**config.mk**
```make
export PLATFORM = sky130hd
export DESIGN_NAME = vaddr_seg_xlate
export DESIGN_NICKNAME = d
export VERILOG_FILES = /design/src/rtl/segx_pkg.sv /design/src/rtl/segx_classify.sv /design/src/rtl/segx_merge.sv /design/src/rtl/segx_fault_cap.sv /design/src/rtl/vaddr_seg_xlate.sv
export SDC_FILE = /design/constraint.sdc
export NUM_CORES = 1
export LEC_CHECK = 0
export BUFFER_PORTS_ARGS = -buffer_cell sky130_fd_sc_hd__buf_2
export CORE_MARGIN = 4
export CORE_UTILIZATION = 45
export DETAILED_ROUTE_END_ITERATION = 10
export GPL_ROUTABILITY_DRIVEN = 0
export PLACE_DENSITY = 0.77
export SLEW_MARGIN = 5
export SYNTH_ARGS = -nofsm -noshare
export SYNTH_HDL_FRONTEND = slang
export SYNTH_HIERARCHICAL = 1
export SYNTH_SLANG_ARGS = --single-unit
```
**constraint.sdc**
```tcl
create_clock -name clk -period 1.98 [get_ports clk]
set_input_delay 0.099 -clock clk [delete_from_list [all_inputs] [get_ports clk]]
set_output_delay 0.099 -clock clk [all_outputs]
set_load 0.03 [all_outputs]
```
**src/rtl/segx_pkg.sv**
```systemverilog
package segx_pkg;
  typedef enum logic [2:0] {
    ST_OK        = 3'd0,
    ST_ADDR_ERR  = 3'd1,
    ST_TLB_MISS  = 3'd2,
    ST_TLB_INVAL = 3'd3,
    ST_TLB_MOD   = 3'd4
  } xlate_st_e;

  typedef enum logic [1:0] {
    TR_HIT   = 2'd0,
    TR_MISS  = 2'd1,
    TR_INVAL = 2'd2,
    TR_MOD   = 2'd3
  } tlb_rc_e;
endpackage

```
**src/rtl/segx_classify.sv**
```systemverilog
module segx_classify #(
  parameter int VA_W = 32
) (
  input  logic [VA_W-1:0] va,
  input  logic            user_mode,
  input  logic            err_level,
  output logic            adr_err,
  output logic            use_tlb,
  output logic [VA_W-1:0] direct_pa
);
  localparam logic [VA_W-1:0] K0_BASE = {3'b100, {(VA_W-3){1'b0}}};
  localparam logic [VA_W-1:0] K1_BASE = {3'b101, {(VA_W-3){1'b0}}};

  logic [2:0] seg_sel;
  assign seg_sel = va[VA_W-1 -: 3];

  always_comb begin
    adr_err   = 1'b0;
    use_tlb   = 1'b0;
    direct_pa = '0;
    if (user_mode && va[VA_W-1]) begin
      adr_err = 1'b1;
    end else if (!va[VA_W-1]) begin
      if (!user_mode && err_level) direct_pa = va;
      else                         use_tlb   = 1'b1;
    end else if (seg_sel == 3'b100) begin
      direct_pa = va - K0_BASE;
    end else if (seg_sel == 3'b101) begin
      direct_pa = va - K1_BASE;
    end else begin
      use_tlb = 1'b1;
    end
  end
endmodule

```
**src/rtl/segx_merge.sv**
```systemverilog
module segx_merge
  import segx_pkg::*;
#(
  parameter int VA_W = 32
) (
  input  logic            clk,
  input  logic            rst_n,
  input  logic            take,
  input  logic [VA_W-1:0] take_va,
  input  logic            adr_err,
  input  logic            use_tlb,
  input  logic [VA_W-1:0] direct_pa,
  input  logic            tlb_rsp_valid,
  input  logic [1:0]      tlb_rsp_code,
  input  logic [VA_W-1:0] tlb_rsp_paddr,
  input  logic            tlb_rsp_dirty,
  output logic            pending,
  output logic            fault_fire,
  output logic [VA_W-1:0] fault_va,
  output logic            res_valid,
  output logic [2:0]      res_status,
  output logic [VA_W-1:0] res_paddr,
  output logic            res_rd_ok,
  output logic            res_wr_ok
);
  logic            pend_q, pend_d;
  logic [VA_W-1:0] va_q, va_d;
  logic            vld_q, vld_d;
  xlate_st_e       st_q, st_d;
  logic [VA_W-1:0] pa_q, pa_d;
  logic            rd_q, rd_d, wr_q, wr_d;
  logic            out_en;

  always_comb begin
    pend_d = pend_q;
    va_d   = va_q;
    vld_d  = 1'b0;
    st_d   = st_q;
    pa_d   = pa_q;
    rd_d   = rd_q;
    wr_d   = wr_q;
    out_en = 1'b0;
    if (take) begin
      va_d = take_va;
      if (adr_err) begin
        vld_d = 1'b1; out_en = 1'b1;
        st_d = ST_ADDR_ERR; pa_d = '0; rd_d = 1'b0; wr_d = 1'b0;
      end else if (use_tlb) begin
        pend_d = 1'b1;
      end else begin
        vld_d = 1'b1; out_en = 1'b1;
        st_d = ST_OK; pa_d = direct_pa; rd_d = 1'b1; wr_d = 1'b1;
      end
    end else if (pend_q && tlb_rsp_valid) begin
      pend_d = 1'b0;
      vld_d  = 1'b1;
      out_en = 1'b1;
      pa_d   = '0;
      rd_d   = 1'b0;
      wr_d   = 1'b0;
      case (tlb_rc_e'(tlb_rsp_code))
        TR_HIT: begin
          st_d = ST_OK; pa_d = tlb_rsp_paddr; rd_d = 1'b1; wr_d = tlb_rsp_dirty;
        end
        TR_MISS:  st_d = ST_TLB_MISS;
        TR_INVAL: st_d = ST_TLB_INVAL;
        default:  st_d = ST_TLB_MOD;
      endcase
    end
  end

  assign fault_fire = vld_d && (st_d != ST_OK);
  assign fault_va   = va_d;

  always_ff @(posedge clk or negedge rst_n) begin
    if (!rst_n) begin
      pend_q <= 1'b0;
      va_q   <= '0;
      vld_q  <= 1'b0;
      st_q   <= ST_OK;
      pa_q   <= '0;
      rd_q   <= 1'b0;
      wr_q   <= 1'b0;
    end else begin
      pend_q <= pend_d;
      va_q   <= va_d;
      vld_q  <= vld_d;
      if (out_en) begin
        st_q <= st_d;
        pa_q <= pa_d;
        rd_q <= rd_d;
        wr_q <= wr_d;
      end
    end
  end

  assign pending    = pend_q;
  assign res_valid  = vld_q;
  assign res_status = st_q;
  assign res_paddr  = pa_q;
  assign res_rd_ok  = rd_q;
  assign res_wr_ok  = wr_q;

  // a reply while waiting completes the access at the next edge
  a_r8_reply_completes: assert property (@(posedge clk) disable iff (!rst_n)
    (pend_q && tlb_rsp_valid) |=> (res_valid && !pending));

  // a direct-window result always grants both permissions
  a_r7_direct_perm: assert property (@(posedge clk) disable iff (!rst_n)
    (take && !adr_err && !use_tlb) |=> (res_valid && res_rd_ok && res_wr_ok && res_status == 3'd0));
endmodule

```
**src/rtl/segx_fault_cap.sv**
```systemverilog
module segx_fault_cap #(
  parameter int VA_W      = 32,
  parameter int PAGE_BITS = 12
) (
  input  logic                 clk,
  input  logic                 rst_n,
  input  logic                 fire,
  input  logic [VA_W-1:0]      va,
  input  logic [PAGE_BITS-1:0] keep_low,
  output logic [VA_W-1:0]      bad_vaddr,
  output logic [VA_W-1:0]      fault_entryhi
);
  logic [VA_W-1:0] bva_q, bva_d, ehi_q, ehi_d;

  always_comb begin
    bva_d = bva_q;
    ehi_d = ehi_q;
    if (fire) begin
      bva_d = va;
      ehi_d = {va[VA_W-1:PAGE_BITS], keep_low};
    end
  end

  always_ff @(posedge clk or negedge rst_n) begin
    if (!rst_n) begin
      bva_q <= '0;
      ehi_q <= '0;
    end else if (fire) begin
      bva_q <= bva_d;
      ehi_q <= ehi_d;
    end
  end

  assign bad_vaddr     = bva_q;
  assign fault_entryhi = ehi_q;
endmodule

```
**src/rtl/vaddr_seg_xlate.sv**
```systemverilog
module vaddr_seg_xlate #(
  parameter int VA_W      = 32,
  parameter int PAGE_BITS = 12
) (
  input  logic                 clk,
  input  logic                 rst_n,
  input  logic                 req_valid,
  input  logic [VA_W-1:0]      req_vaddr,
  input  logic                 req_write,
  input  logic                 user_mode,
  input  logic                 err_level,
  input  logic [PAGE_BITS-1:0] entryhi_keep,
  output logic                 tlb_req_valid,
  output logic [VA_W-1:0]      tlb_req_vaddr,
  output logic                 tlb_req_write,
  input  logic                 tlb_rsp_valid,
  input  logic [1:0]           tlb_rsp_code,
  input  logic [VA_W-1:0]      tlb_rsp_paddr,
  input  logic                 tlb_rsp_dirty,
  output logic                 res_valid,
  output logic [2:0]           res_status,
  output logic [VA_W-1:0]      res_paddr,
  output logic                 res_rd_ok,
  output logic                 res_wr_ok,
  output logic [VA_W-1:0]      bad_vaddr,
  output logic [VA_W-1:0]      fault_entryhi
);
  logic            adr_err, use_tlb, pending, take, fault_fire;
  logic [VA_W-1:0] direct_pa, fault_va;

  segx_classify #(.VA_W(VA_W)) u_classify (
    .va(req_vaddr), .user_mode(user_mode), .err_level(err_level),
    .adr_err(adr_err), .use_tlb(use_tlb), .direct_pa(direct_pa)
  );

  assign take          = req_valid && !pending;
  assign tlb_req_valid = take && use_tlb && !adr_err;
  assign tlb_req_vaddr = req_vaddr;
  assign tlb_req_write = req_write;

  segx_merge #(.VA_W(VA_W)) u_merge (
    .clk(clk), .rst_n(rst_n), .take(take), .take_va(req_vaddr),
    .adr_err(adr_err), .use_tlb(use_tlb), .direct_pa(direct_pa),
    .tlb_rsp_valid(tlb_rsp_valid), .tlb_rsp_code(tlb_rsp_code),
    .tlb_rsp_paddr(tlb_rsp_paddr), .tlb_rsp_dirty(tlb_rsp_dirty),
    .pending(pending), .fault_fire(fault_fire), .fault_va(fault_va),
    .res_valid(res_valid), .res_status(res_status), .res_paddr(res_paddr),
    .res_rd_ok(res_rd_ok), .res_wr_ok(res_wr_ok)
  );

  segx_fault_cap #(.VA_W(VA_W), .PAGE_BITS(PAGE_BITS)) u_fault (
    .clk(clk), .rst_n(rst_n), .fire(fault_fire), .va(fault_va),
    .keep_low(entryhi_keep), .bad_vaddr(bad_vaddr), .fault_entryhi(fault_entryhi)
  );

  // user access to the upper half is rejected on the next edge
  a_r1_user_high_rejected: assert property (@(posedge clk) disable iff (!rst_n)
    (req_valid && !pending && user_mode && req_vaddr[VA_W-1]) |=> (res_valid && res_status == 3'd1));

  // lower kernel window strips its base
  a_r4_kwin0_offset: assert property (@(posedge clk) disable iff (!rst_n)
    (req_valid && !pending && !user_mode && req_vaddr[VA_W-1 -: 3] == 3'b100)
    |=> (res_valid && res_paddr == {1'b0, $past(req_vaddr[VA_W-2:0])}));

  // no second lookup while one is outstanding
  a_r9_single_outstanding: assert property (@(posedge clk) disable iff (!rst_n)
    pending |-> !tlb_req_valid);

  // the captured page numbers agree after any fault
  a_r10_capture_agree: assert property (@(posedge clk) disable iff (!rst_n)
    (res_valid && res_status != 3'd0) |-> (bad_vaddr[VA_W-1:PAGE_BITS] == fault_entryhi[VA_W-1:PAGE_BITS]));
endmodule

```
### Word-level counts from Yosys, hierarchy flattened

Index checks and enable logic that the tools add are counted.

| word-level totals | value |
|---|---|
| bits in registers | 135 |
| input bits | 86 |
| output and inout port bits | 136 |
| word-level logic and storage cells | 71 |

| cells by class | value |
|---|---|
| add/sub/neg operators | 2 |
| equality and inequality tests | 7 |
| mux-type cells | 38 |
| reductions and logical operators | 15 |

Operators with widths:

| cell | number |
|---|---|
| two-way mux 32 bit | 10 |
| subtractor 32 bit (second input constant) | 2 |
| two-way mux 31 bit | 1 |
| two-way mux 1 bit | 22 |
| two-way mux 3 bit | 4 |
| case mux 3 bit (3 select lines) | 1 |
| logical AND 1 bit | 7 |
| == test 3 bit (second input constant) | 2 |
| AND reduction 3 bit | 2 |
| != test 2 bit (second input constant) | 2 |
| logical NOT 1 bit | 3 |
| != test 3 bit (second input constant) | 1 |
| nonzero test 3 bit | 1 |
| == test 2 x 1 -> 1 bit (second input constant) | 1 |
| == test 2 bit (second input constant) | 1 |
| logical NOT 2 bit | 1 |
| nonzero test 2 bit | 1 |

### Depth between registers and ports, before layout

| logic depth | value |
|---|---|
| depth in word-level cells | 10 |
| depth in mapped cells | 8 |
| depth with buffers taken out | 6 |

### Hierarchy

The synthesis kept the hierarchy.

Modules (own cells, without submodules):

| module | times used | cells an instance | area an instance (um^2) |
|---|---|---|---|
| segx_merge | 1 | 212 | 3141.8 |
| segx_fault_cap | 1 | 113 | 1988.2 |
| segx_classify | 1 | 57 | 478.0 |
| vaddr_seg_xlate | 1 | 35 | 269.0 |

### Least setup slack after synthesis

No wires, ideal clock.

| path | value |
|---|---|
| path type | flip-flop to flip-flop |
| start point | reg u_merge.pend_q (netlist: u_merge/pending) |
| end point | reg u_fault.bva_q[0] (netlist: u_fault/bad_vaddr[0]) |
| arrival | 1894 ps |
| path slack | -39 ps |
| cell stages (with the launch flop) | 8 |
| buffers on the path | 4 |
| period minus slack after synthesis | 2019 ps |
| cell sequence | dfrtp_1 and2b_2 buf_2 buf_2 o31ai_1 buf_6 buf_12 mux2_4 |

| between the ends | value |
|---|---|
| cells in the longest elaborated chain, start to end | 5 |
| elaborated cells on any way between the ends | 10 |
| classes of those cells | mux (5); reduce/logical (5) |

Ends and longest elaborated chain:

| element | RTL line | source |
|---|---|---|
| start, declared | segx_merge.sv:26 | `logic pend_q, pend_d;` |
| start signal, assigned | segx_merge.sv:85 | `pend_q <= pend_d;` |
| logical NOT 1 bit (*) | vaddr_seg_xlate.sv:36 | `assign take = req_valid && !pending;` |
| logical AND 1 bit (*) | vaddr_seg_xlate.sv:36 |  |
| via take | vaddr_seg_xlate.sv:28 | `logic adr_err, use_tlb, pending, take, fault_fire;` |
| two-way mux 3 bit | segx_merge.sv:43 | `if (take) begin` |
| nonzero test 3 bit | segx_merge.sv:72 | `assign fault_fire = vld_d && (st_d != ST_OK);` |
| logical AND 1 bit (*) | segx_merge.sv:72 |  |
| via fault_fire | vaddr_seg_xlate.sv:28 |  |
| end signal, assigned | segx_fault_cap.sv:29 | `bva_q <= bva_d;` |
| end, declared | segx_fault_cap.sv:13 | `logic [VA_W-1:0] bva_q, bva_d, ehi_q, ehi_d;` |

The timed path passes the listed nets; every way through them passes the cells marked *.
A chain may end at the register's enable or synchronous reset.

### Worst setup path after layout

| path | value |
|---|---|
| start point | reg u_merge.pend_q (netlist: u_merge/pending) |
| end point | reg u_merge.pa_q[27] (netlist: u_merge/res_paddr[27]) |

| between the ends | value |
|---|---|
| cells in the longest elaborated chain, start to end | 4 |
| elaborated cells on any way between the ends | 9 |
| classes of those cells | eq/ne (1); mux (3); reduce/logical (5) |

Ends and longest elaborated chain:

| element | RTL line | source |
|---|---|---|
| logical NOT 1 bit (*) | vaddr_seg_xlate.sv:36 |  |
| logical AND 1 bit (*) | vaddr_seg_xlate.sv:36 |  |
| via take | vaddr_seg_xlate.sv:28 |  |
| != test 3 bit (no line) (tied with other cells) | -- |  |
| AND reduction 3 bit (no line) | -- |  |
| end signal, assigned | segx_merge.sv:90 | `pa_q <= pa_d;` |
| end, declared | segx_merge.sv:30 | `logic [VA_W-1:0] pa_q, pa_d;` |

Marked as above.

==> flow_metrics.py <==
metrics = {
    "timing": {
        "rsz0062_at_grt": "no",
        "max_slew.worst_pin.slew_ps": 483.4,
        "hold_viol_final": 0,
        "tns_ps": 0,
        "relSlewSlack_pct": 67.77,
        "slew_viol_final": 0,
        "timing.final.crit_share_pct": 95.15,
        "setup_violations": 0,
        "max_freq_ghz": 0.5308,
        "period_needed_ps": 1884,
        "clock_skew_ps": 7.175,
        "fin_ws_ps": 95.95,
    },
    "die": {
        "start_util_pct": 46.19,
        "dieArea_mm2": 0.01495,
        "die_w_um": 122.3,
        "die_height_um": 122.3,
        "ioPinCount": 222,
        "rows": 41,
        "core_area_mm2": 0.01272,
    },
    "cells_and_area": {
        "layout_common_cells": "buf_2 (218), dfrtp_1 (115), mux2_4 (60), dlygate4sd3_1 (43), mux2_2 (42)",
        "n_antenna_cell": 0,
        "drive_gt1_share_pct": 60.49,
        "final_common_cell": "buf_2",
        "syn_to_final_growth_pct": 34.64,
        "nets": 732,
        "fill_cells": 968,
    },
    "global_route": {
        "gr-usage-all-layers_pct": 19.96,
        "grt_max_degree": 56,
        "grt_pass1_vias": 4390,
        "gr-total-overflow": 0,
        "antenna_found_initial": 0,
        "grt_first_pass_wirelength_um": 22980,
    },
    "yosys": {
        "yosysUniqueCellTypes": 35,
        "synthFlopType": "dfrtp_1",
        "syn_area_per_cell_um2": 14.09,
        "ys_ff_latch": 115,
        "synth_edf_count": 0,
        "syn_inst": 417,
        "ys_warn_count": 6,
        "syn_area_mm2": 0.005877,
        "async_reset_ff_share_pct": 100.0,
        "synth_fp_nets": 509,
        "seq_area_frac_synth_pct": 48.97,
    },
    "critical_path": {
        "cpPeakStageDelay_ps": 370,
        "critical_path.max_fanout": 31,
        "start_kind": "register",
        "cp.buffers_inverters": 2,
        "crit_type": "reg -> reg",
        "crit_chain": "and2b_2 > buf_4 > nor2b_4 > buf_12 > a22o_1 > mux2_1",
        "required_ps": 2270,
        "cp_slowest_cell": "dfrtp_1",
        "cp_top_family": "buffers and inverters",
        "end_kind": "register",
        "worstPathArrival_ps": 2170,
    },
    "route": {
        "ant_nets": 0,
        "drc_errors": 0,
        "drt-total-wl_um": 14860,
        "num_vias": 4155,
        "wl_per_cell_um": 18.01,
        "viasPerCell": 5.036,
        "drt_pre_antenna_iters": 4,
        "drt_first_iter_violations": 168,
    },
    "cts": {
        "cts_buffers": 17,
        "insertion_delay_ps": 410,
        "path_clk_slew_ps": 50,
        "cts_buffer_depth": 2,
        "cts_tree": "yes",
        "cts_resized": 0,
        "root_buffer": "clkbuf_16",
        "cts_max_level": 4,
        "cts.sinks": 115,
    },
    "pwr": {
        "p_int_uw": 7050,
        "peakVddDrop_v": 0.0007647,
        "pwr-share-comb_pct": 39.2,
        "swShare_pct": 37.24,
        "p_seq_share_pct": 31.2,
        "p_leak_uw": 0.003943,
        "clkPwrFrac_pct": 29.6,
        "power_switching_uw": 4184,
        "p_total_uw": 11230,
        "p_per_area_mw_per_mm2": 1420,
    },
    "run": {
        "cap_violations": 0,
    },
    "status": {
        "status": "completed",
    },
    "place": {
        "numPortBuffers": 219,
        "post-place-ws_ps": 48.18,
        "dpl.hpwl_um": 10470,
    },
    "min_path": {
        "hold_class": "in -> reg",
    },
}
-- sequential cells by signal, summed over array words and instances (netlist names) --
name,flops
u_merge/res_wr_ok,1
u_merge/pending,1
u_merge/res_status,3
u_merge/va_q,32
u_fault/fault_entryhi,12
u_merge/res_paddr,32
u_merge/res_rd_ok,1
u_merge/res_valid,1
u_fault/bad_vaddr,32
-- per-layer routing --
metal	vias up	global-route usage [%]	part of all wire, %
met5	-	0	0
met4	0	9.447	2.7
met3	26	4.839	5.8
met2	182	33.42	50
met1	2063	24.29	41
li1	1884	-	-
-- power groups by stage --
stage	Clock, uW	Combinational, uW	Sequential [uW]
after floorplan	0	2280	4620
after global placement	0	4300	3490
after detailed placement	0	4350	3530
after CTS	3370	4430	3510
after global routing	3510	4620	3590
final	3320	4410	3500
-- logic make-up (layout without fill, tap and decap cells) --
logic type	Yosys count	after routing	synth area share, %
compound gates	51	51	7.111
flops	115	115	48.97
fa+ha+maj	6	6	1.277
mux	109	109	24.70
simple gates	49	49	6.770
buf+inv	87	323	11.18
-- Yosys cell counts (2+ instances only) --
cell	count	share of area, %
dfrtp_1	115	49
mux2_4	60	15
buf_4	55	7.0
mux2_2	42	8.0
a22o_1	32	4.8
nor3b_1	20	2.6
nor3b_2	11	2.3
a21oi_1	8	0.68
buf_6	7	1.3
clkbuf_1	7	0.45
inv_1	7	0.45
ha_1	6	1.3
mux2_1	6	1.1
buf_2	5	0.43
buf_12	4	1.4
nand2_1	4	0.26
nor3_1	3	0.26
a211oi_1	2	0.26
a311oi_1	2	0.30
buf_1	2	0.13
nand3_1	2	0.17
nor2b_1	2	0.21
o21ba_2	2	0.34
or3b_1	2	0.30
-- metrics by stage --
step / cells / util (%) / area, um^2 / hold slack (ps)
finish: 825 / 62.20 / 7913 / 20.05
global route: 825 / 62.20 / 7913 / 25.49
CTS: 825 / 62.20 / 7913 / 3.762
detailed placement: 750 / 53.72 / 6834 / 69.32
global placement: 750 / 53.72 / 6834 / 64.56
floorplan: 417 / - / 5884 / -196.6
-- area by class of cell --
class	count	area, um^2	area share, %
clock buffers	18	439.2	5.550
clock inverters	14	209.0	2.641
inverters	7	26.28	0.3321
multi-input cells	215	2389	30.19
flip-flops and latches	115	2878	36.37
well taps	172	215.2	2.720
repair buffers	284	1757	22.20
-- worst paths after layout --
check,startpoint,to,slack (ps),cells after the start
worst min-delay path,tlb_rsp_paddr[28],u_merge/res_paddr[28],20,3
worst max register to register,u_merge/pending,u_merge/res_paddr[27],100,6
worst min register to register,u_merge/res_paddr[27],u_merge/res_paddr[27],490,1
worst max-delay path,u_merge/pending,u_merge/res_paddr[27],100,6
min in group asynchronous,rst_n,u_fault/bad_vaddr[30],170,2
max in group asynchronous,rst_n,u_fault/fault_entryhi[2],1150,3
-- what timing repair did --
item / 4_1_cts / 5_1_grt
hold buffers: 43 / 0
setup buffers: 0 / 0
endpoints found under the hold margin: 71 / 0
-- worst register-to-register path: cells and delay by family, from the launching register on --
family	cells	cell delay, ps
DFF	1	370
buffers and inverters	2	480
muxes	1	280
AOI/OAI and AO/OA	1	200
and+or+nand+nor	2	430
No activity file was read; power rests on OpenSTA's default activity.
